===== src/rtl/setbit_scan.sv =====
module setbit_scan #(
  parameter int ADDR_W = 24,
  parameter int SECT   = 16,
  localparam int EW    = $clog2(SECT + 1)
) (
  input  logic              clk,
  input  logic              rst_n,
  input  logic              start,
  input  logic [ADDR_W-1:0] base_addr,
  input  logic [31:0]       bix_in,
  input  logic [31:0]       bcnt_in,
  input  logic [EW-1:0]     ep_in,
  input  logic              intr_req,
  output logic              mem_req,
  output logic [ADDR_W-1:0] mem_addr,
  input  logic              mem_valid,
  input  logic [7:0]        mem_data,
  output logic              wr_en,
  output logic [EW-1:0]     wr_elem,
  output logic [31:0]       wr_value,
  output logic [31:0]       bix_out,
  output logic [31:0]       bcnt_out,
  output logic [EW-1:0]     ep_out,
  output logic [EW-1:0]     vcount_out,
  output logic [1:0]        cc,
  output logic              done,
  output logic              interrupted,
  output logic              busy
);
  localparam logic [EW-1:0] FULL = EW'(SECT);

  typedef enum logic [1:0] {S_IDLE, S_TOP, S_WAIT} st_t;
  st_t st;

  logic [ADDR_W-1:0] base_q, cache_a;
  logic [31:0]       bix_q, bcnt_q;
  logic [EW-1:0]     ep_q, vc_q;
  logic [7:0]        cache_q;
  logic              cache_v;
  logic [1:0]        cc_q;
  logic              done_q, intr_q;

  logic [31:0]       shifted;
  logic [ADDR_W-1:0] baddr;
  logic              stop, hit, step, bitv;
  logic [1:0]        cc_next;

  assign shifted = $signed(bix_q) >>> 3;
  assign baddr   = base_q + shifted[ADDR_W-1:0];
  assign stop    = (ep_q == FULL) || ($signed(bcnt_q) <= 0);
  assign hit     = cache_v && (cache_a == baddr);
  assign bitv    = cache_q[3'd7 - bix_q[2:0]];
  assign step    = (st == S_TOP) && !stop && !intr_req && hit;

  always_comb begin
    if (ep_q == '0)                            cc_next = (bcnt_q == '0) ? 2'd0 : 2'd1;
    else if (ep_q == FULL && !bcnt_q[31] && bcnt_q != '0) cc_next = 2'd2;
    else                                       cc_next = 2'd3;
  end

  assign mem_req     = (st == S_WAIT);
  assign mem_addr    = baddr;
  assign wr_en       = step && bitv;
  assign wr_elem     = ep_q;
  assign wr_value    = bix_q;
  assign bix_out     = bix_q;
  assign bcnt_out    = bcnt_q;
  assign ep_out      = ep_q;
  assign vcount_out  = vc_q;
  assign cc          = cc_q;
  assign done        = done_q;
  assign interrupted = intr_q;
  assign busy        = (st != S_IDLE);

  always_ff @(posedge clk) begin
    if (!rst_n) begin
      st <= S_IDLE;
      base_q <= '0; cache_a <= '0; cache_q <= '0; cache_v <= 1'b0;
      bix_q <= '0; bcnt_q <= '0; ep_q <= '0; vc_q <= '0; cc_q <= '0;
      done_q <= 1'b0; intr_q <= 1'b0;
    end else begin
      done_q <= 1'b0;
      intr_q <= 1'b0;
      case (st)
        S_IDLE: if (start) begin
          base_q  <= base_addr;
          bix_q   <= bix_in;
          bcnt_q  <= bcnt_in;
          ep_q    <= ep_in;
          cache_v <= 1'b0;
          st      <= S_TOP;
        end
        S_TOP: begin
          if (stop) begin
            vc_q   <= ep_q;
            cc_q   <= cc_next;
            ep_q   <= '0;
            done_q <= 1'b1;
            st     <= S_IDLE;
          end else if (intr_req) begin
            intr_q <= 1'b1;
            st     <= S_IDLE;
          end else if (hit) begin
            if (bitv) ep_q <= ep_q + 1'b1;
            bix_q  <= bix_q + 32'd1;
            bcnt_q <= bcnt_q - 32'd1;
          end else begin
            st <= S_WAIT;
          end
        end
        S_WAIT: if (mem_valid) begin
          cache_q <= mem_data;
          cache_a <= baddr;
          cache_v <= 1'b1;
          st      <= S_TOP;
        end
        default: st <= S_IDLE;
      endcase
    end
  end


  wr_slot_chk: assert property (@(posedge clk) disable iff (!rst_n)
    wr_en |=> ep_q == $past(ep_q) + 1'b1);


  step_count_chk: assert property (@(posedge clk) disable iff (!rst_n)
    step |=> (bcnt_q == $past(bcnt_q) - 32'd1) && (bix_q == $past(bix_q) + 32'd1));


  done_clear_chk: assert property (@(posedge clk) disable iff (!rst_n)
    done |-> ep_q == '0 && !busy);


  cc_full_chk: assert property (@(posedge clk) disable iff (!rst_n)
    (done && cc == 2'd2) |-> vcount_out == FULL);


  intr_hold_chk: assert property (@(posedge clk) disable iff (!rst_n)
    interrupted |-> $stable(bix_q) && $stable(bcnt_q) && $stable(ep_q));


  req_hold_chk: assert property (@(posedge clk) disable iff (!rst_n)
    (mem_req && !mem_valid) |=> mem_req && $stable(mem_addr));


  pulse_excl_chk: assert property (@(posedge clk) disable iff (!rst_n)
    !(done && interrupted));
endmodule


===== config.mk =====
export PLATFORM = sky130hd
export DESIGN_NAME = setbit_scan
export DESIGN_NICKNAME = d
export VERILOG_FILES = /design/src/rtl/setbit_scan.sv
export SDC_FILE = /design/constraint.sdc
export NUM_CORES = 1
export LEC_CHECK = 0
export BUFFER_PORTS_ARGS = -buffer_cell sky130_fd_sc_hd__buf_2
export CORE_UTILIZATION = 49
export DETAILED_ROUTE_END_ITERATION = 7
export GPL_TIMING_DRIVEN = 0
export PLACE_DENSITY_LB_ADDON = 0.05
export SYNTH_ARGS = -nofsm -noshare
export SYNTH_HDL_FRONTEND = slang
export SYNTH_SLANG_ARGS = --single-unit

===== constraint.sdc =====
create_clock -name clk -period 4.05 [get_ports clk]
set_input_delay 0.81 -clock clk [delete_from_list [all_inputs] [get_ports clk]]
set_output_delay 0.81 -clock clk [all_outputs]
set_load 0.02 [all_outputs]

==> flow_summary.json, run 1 <==
{
  "fin_worst_skew_ns": 0.00844,
  "die_x_um": 140,
  "vdd_drop_max_uv": 332,
  "maxSlewHeadroom_pct": 6.27,
  "ctsHtreeMaxLevel": 4,
  "die_h_um": 140,
  "drt_iter0_drc": 1431,
  "vias": 11500,
  "avgSynthCellArea_um2": 7.40,
  "grt_pass1_vias": 10300,
  "diodes": 0,
  "clkSlewWorstSetupHoldPaths_ns": 0.06,
  "rows": 50,
  "drv_slew": 0,
  "place.gp.congestion": 0.985,
  "wirelength_um": 39600,
  "drtAntennaViolNets": 0,
  "worstSetupStartpointType": "register",
  "place_inst": 1746,
  "insertion_delay_ns": 0.43,
  "synthToLayoutAreaGrowth_pct": 31.9,
  "cts_hold_buf": 0,
  "r2r-start": "bix_out[22]",
  "min_path_type": "reg2reg",
  "fin_area_um2": 12400,
  "rrSetupSlack_ns": -0.36,
  "grt_start_max_net_pins": 17,
  "hp-start": "cache_q[7]",
  "cts_buffers": 17,
  "drive_gt1_share_pct": 30.7,
  "reg2regPathDepth": 11,
  "placedInstanceArea_um2": 10900,
  "setup_viol": 66,
  "drcViolationCount": 0,
  "cap_violations": 0,
  "powerDensity_nw_per_um2": 377,
  "hold_violations": 0,
  "synth_cells": 1266,
  "numPortBuffers": 246,
  "avgViaCountPerCell": 6.34,
  "pin_count": 248,
  "synth-edff-count": 0,
  "clock_sinks": 137,
  "run_status": "complete, but fails checks",
  "dp_hpwl_um": 28800,
  "worstMarginPinSlew_ns": 1.39,
  "grt_pass1_wl_um": 58700,
  "hold_depth": 2,
  "max_freq_mhz": 224,
  "cts-root-buf": "clkbuf_16",
  "nets": 1701,
  "synth-seq-cells": 137,
  "tritoncts": "yes",
  "finalCritPeriodShare_pct": 110,
  "crit_fanout": 8,
  "timing.rr.end": "bcnt_out[27]",
  "clock_path_buffers": 2,
  "syn_area_um2": 9370,
  "fin_ws_ns": -0.405,
  "p_leak_uw": 0.00544,
  "grt_overflow": 0,
  "final.min_clock_period_ns": 4.45,
  "start_util_pct": 50.1,
  "grt_usage_pct": 39.2,
  "synthArstFlopShare_pct": 0,
  "worstSetupPathType": "reg2out",
  "rsz0062_at_grt": "true",
  "end_kind": "primary output",
  "ys_types": 75,
  "synth_ff_type": "dfxtp_1",
  "holdPathEnd": "cache_q[7]",
  "firstDrtPassIters": 6,
  "worst-endpoint-arrival_ns": 3.64,
  "ys_seq_area_share_pct": 29.3,
  "violations": "negative setup slack",
  "synth_fp_nets": 1400,
  "instances_no_fill": 1813,
  "core_area_um2": 18700,
  "antenna_found_initial": 0,
  "yosysWarnings": 0,
  "wl_per_cell_um": 21.8,
  "dieArea_um2": 19700,
  "required_ns": 3.24
}
## stage by stage
stage | total power [uW] | setup slack (ns) | TNS, ns | hold WS, ns | utilization [%]
floorplan | 2310 | 0.0122 | 0 | 0.433 | -
global placement | 2720 | -0.916 | -50.48 | 0.441 | 58.3
detailed placement | 2730 | -0.972 | -51.61 | 0.448 | 58.3
CTS | 4570 | -0.328 | -12.54 | 0.456 | 65.0
global route | 4790 | -0.491 | -14.71 | 0.467 | 66.1
finish | 4660 | -0.405 | -8.82 | 0.453 | 66.1
## registers in the layout (all words and copies together) (netlist names)
signal / cells
bcnt_out: 32
bix_out: 32
base_q: 24
cache_a: 24
cache_q: 8
ep_out: 5
vcount_out: 5
cc: 2
st: 2
cache_v: 1
done: 1
interrupted: 1
## Yosys cell counts (24+ instances only)
library cell | n | area, um^2
nand2_1 | 203 | 762
a21oi_1 | 167 | 836
dfxtp_1 | 137 | 2740
nor2_1 | 127 | 477
clkbuf_1 | 70 | 263
buf_4 | 39 | 293
o32ai_1 | 37 | 324
nand3_1 | 30 | 150
nor3_1 | 30 | 150
xnor2_1 | 28 | 245
ha_1 | 27 | 338
a22oi_1 | 26 | 195
and3_1 | 24 | 150
## cells by family (layout without fill, tap and decap cells)
logic type	Yosys count	count (layout)	synth area share [%]
adder cells (fa/ha/maj)	28	28	3.82
multiplexers	8	8	1.12
XOR/XNOR	53	53	5.69
AND/OR/NAND/NOR	503	503	24.7
flip-flops	137	137	29.3
AO/OA/AOI/OAI	386	386	27.4
buffers and inverters	151	464	8.01
## routing by layer
| layer | vias up | part of all wire [%] | global-route usage, % |
|---|---|---|---|
| li1 | 5183 | - | - |
| met1 | 5362 | 41 | 53.9 |
| met2 | 830 | 44 | 61.1 |
| met3 | 117 | 11 | 7.01 |
| met4 | 0 | 3.5 | 14.9 |
| met5 | - | 0 | 0 |
## repair_timing
item	4_1_cts	5_1_grt
gates resized for setup	96	34
pin swaps	28	16
endpoints found under the setup margin	77	67
buffers inserted	31	6
## power breakdown
group	total, uW	internal [uW]	switching (uW)
Sequential	1550	1420	125
Combinational	1280	478	798
Clock	1830	1170	665
## how the worst max path moves through the flow
stage	slack [ns]	cells after the start	startpoint	endpoint
2_1_floorplan	0.01	10	bix_out[3]	wr_en
3_3_place_gp	-0.92	13	bix_out[13]	bcnt_out[8]
3_5_place_dp	-0.97	13	bix_out[13]	bcnt_out[9]
4_1_cts	-0.33	11	bix_out[3]	wr_en
5_1_grt	-0.49	12	bix_out[3]	wr_en
6_report	-0.40	11	bcnt_out[1]	wr_en
## layout make-up
class / instances / area [um^2]
sequential: 137 / 2780
inverter: 18 / 67.6
timing repair buffer: 283 / 1520
clock buffer: 19 / 443
tap: 234 / 293
fill: 1660 / 6340
buffer: 132 / 757
multi-input combinational: 978 / 6270
clock inverter: 12 / 223
## critical path, stage by stage, from the launching register on
cell and delay (ns):
dfxtp_1 0.38, inv_1 0.08, ha_1 0.17, nor3b_1 0.43
nand3b_1 0.43, nor4_4 0.42, nand3_1 0.26, and3_1 0.28
clkbuf_1 0.21, nand3_1 0.28, nor4_4 0.08, buf_4 0.17
## layout by cell type (no fill, tap or decap), types with 10 or more instances in the layout
cell type  instances
inv_1             17
nor3_1            29
nand2_1          202
ha_1              22
buf_2            254
o21ai_0           22
nand3_1           29
o32ai_1           37
dfxtp_1          118
clkbuf_16         17
dfxtp_2           12
a21oi_2           11
or3_1             10
clkbuf_1          64
xnor2_1           28
a21oi_1          156
buf_4             75
nor2_1           124
and3_1            24
xor2_1            18
nand4_1           17
a21o_1            10
a22oi_1           24
nor4_1            13
a31oi_1           18
o221a_2           13
No activity file was read; power rests on OpenSTA's default activity.
==> inputs of run 2 (changes only) <==
CORE_ASPECT_RATIO = 0.75   (was not set)
MAX_ROUTING_LAYER = met4   (was not set)
PLACE_DENSITY_LB_ADDON = 0.1   (was 0.05)
==> run 2 against run 1 <==
The run still ends with negative setup slack left. Critical path depth grew 1. Clock-buffer cell count grew 2. Clock power shrank 12%. Total power fell by 1.9%. Design area increased by 6.7%.
==> flow_summary.json, run 2 (synthesized netlist as in run 1, its figures left out) <==
{
  "hold_violations": 0,
  "worstMarginPinSlew_ns": 1.19,
  "grt_overflow": 0,
  "cts-root-buf": "clkbuf_16",
  "fin_area_um2": 13200,
  "drcViolationCount": 0,
  "rsz0062_at_grt": "true",
  "fin_worst_skew_ns": 0.0132,
  "die_x_um": 162,
  "fillers": 1626,
  "dp_hpwl_um": 30000,
  "clock_sinks": 137,
  "worst-endpoint-arrival_ns": 3.65,
  "placedInstanceArea_um2": 10900,
  "top_usage_layer": "met1",
  "combinationalPowerShare_pct": 30.9,
  "place.gp.congestion": 1.03,
  "layout_commonest_cell": "buf_2",
  "cts_buffers": 17,
  "wirelength_um": 42900,
  "worstSetupPathType": "reg2out",
  "clock_path_buffers": 2,
  "violations": "negative setup slack",
  "rows": 43,
  "clock_power_share_pct": 35.1,
  "start_util_pct": 50.3,
  "min_path_type": "reg2reg",
  "finalCritPeriodShare_pct": 110,
  "diodes": 0,
  "grt_util_met3_pct": 11.2,
  "vias": 12000,
  "use_met1_pct": 61.1,
  "p_leak_uw": 0.00568,
  "p_sw_uw": 1690,
  "maxSlewHeadroom_pct": 20.5,
  "antenna_found_initial": 0,
  "max_freq_mhz": 224,
  "drt_iter0_drc": 1947,
  "tritoncts": "yes",
  "core_area_um2": 18600,
  "setup_viol": 66,
  "firstDrtPassIters": 6,
  "cts_hold_buf": 0,
  "pin_count": 248,
  "swShare_pct": 37.0,
  "fin_ws_ns": -0.413,
  "final_core_util_pct": 70.9,
  "use_met2_pct": 55.7,
  "drv_slew": 0,
  "fin_setup_tns_ns": -16.83,
  "crit_fanout": 3,
  "final.min_clock_period_ns": 4.46,
  "end_kind": "primary output",
  "worstSetupStartpointType": "register",
  "grt_pass1_vias": 10100,
  "p_int_uw": 2880,
  "die_h_um": 122,
  "power_uw": 4570,
  "grt_pass1_wl_um": 60000,
  "hold_ws_ns": 0.458,
  "numPortBuffers": 246,
  "synthToLayoutAreaGrowth_pct": 40.8,
  "ctsHtreeMaxLevel": 4,
  "powerDensity_nw_per_um2": 346,
  "avgViaCountPerCell": 6.46,
  "required_ns": 3.24,
  "grt_start_max_net_pins": 17,
  "clkSlewWorstSetupHoldPaths_ns": 0.06,
  "vdd_drop_max_uv": 189,
  "wl_per_cell_um": 23.1,
  "grt_usage_pct": 42.1,
  "p_seq_share_pct": 34.0,
  "run_status": "complete, but fails checks",
  "nets": 1726,
  "drive_gt1_share_pct": 37.1,
  "insertion_delay_ns": 0.44,
  "dieArea_um2": 19700,
  "cap_violations": 0,
  "drtAntennaViolNets": 0,
  "final_cell_mix": "buf_2, nand2_1, nor2_1, dfxtp_1, a21oi_1"
}
[run 2: cell count changes in the layout (fill, tap and decap cells not counted), moves of 5 or more]
cell       before  now
o32ai_2         0    7
a21oi_2        11   39
a22oi_2         3   11
xnor2_2         0    5
clkbuf_16      17   22
xnor2_1        28   23
buf_12          2    7
a22oi_1        24   16
o32ai_1        37   30
bufinv_16       6    1
buf_4          75   87
a21oi_1       156  114
a21oi_4         4   18
[run 2: path summary, 6_finish.rpt]
| check | endpoint | start | slack (ns) | depth (start not counted) |
|---|---|---|---|---|
| worst max register to register | bcnt_out[26] | bix_out[3] | -0.35 | 18 |
| worst max-delay path | wr_en | bix_out[3] | -0.41 | 12 |
| worst min register to register | cache_q[1] | cache_q[1] | 0.46 | 2 |
| worst min-delay path | cache_q[1] | cache_q[1] | 0.46 | 2 |
[run 2: worst max-delay path, stage by stage, from the launching register on]
cell and delay, ns:
dfxtp_4 0.36, ha_4 0.16, fa_2 0.38, a211o_4 0.39, a211oi_4 0.28, a211oi_4 0.10
buf_6 0.15, o22ai_4 0.14, xnor2_2 0.13, a21oi_2 0.12, or4b_4 0.52, nor4_4 0.30
buf_4 0.18
[run 2: what timing repair did]
| action | in CTS | in global routing |
|---|---|---|
| setup endpoints to repair | 78 | 74 |
| cloned | 0 | 5 |
| buffers inserted | 32 | 28 |
| pin swaps | 27 | 90 |
| resized for setup | 101 | 164 |
[run 2: per-layer routing]
layer | wire [um] | up-vias
li1 | - | 5231
met1 | 18100 | 5605
met2 | 16900 | 976
met3 | 6510 | 151
met4 | 1360 | 0
met5 | 0 | -
[run 2: area by class of cell]
cell class / instances / area, um^2 / area share, %
multi-input combinational: 978 / 6770 / 51.3
sequential: 137 / 2800 / 21.2
timing repair buffer: 311 / 1880 / 14.3
buffer: 129 / 781 / 5.92
clock buffer: 21 / 480 / 3.64
tap: 247 / 309 / 2.34
clock inverter: 11 / 110 / 0.835
inverter: 18 / 67.6 / 0.512
[run 2: power by group through the flow]
| stage | sequential [uW] | combinational, uW | clock (uW) |
|---|---|---|---|
| 6_report | 1550 | 1410 | 1610 |
| 2_1_floorplan | 1590 | 720 | 0 |
| 4_1_cts | 1540 | 1250 | 1590 |
| 5_1_grt | 1560 | 1480 | 1660 |
| 3_5_place_dp | 1570 | 1170 | 0 |
| 3_3_place_gp | 1570 | 1160 | 0 |
[run 2: per-stage QoR]
| stage | cells | setup WS (ns) |
|---|---|---|
| 6_report | 1852 | -0.413 |
| 5_1_grt | 1852 | -0.482 |
| 4_1_cts | 1822 | -0.340 |
| 3_5_place_dp | 1759 | -1.01 |
| 3_3_place_gp | 1759 | -0.905 |
| 2_1_floorplan | 1266 | 0.0122 |
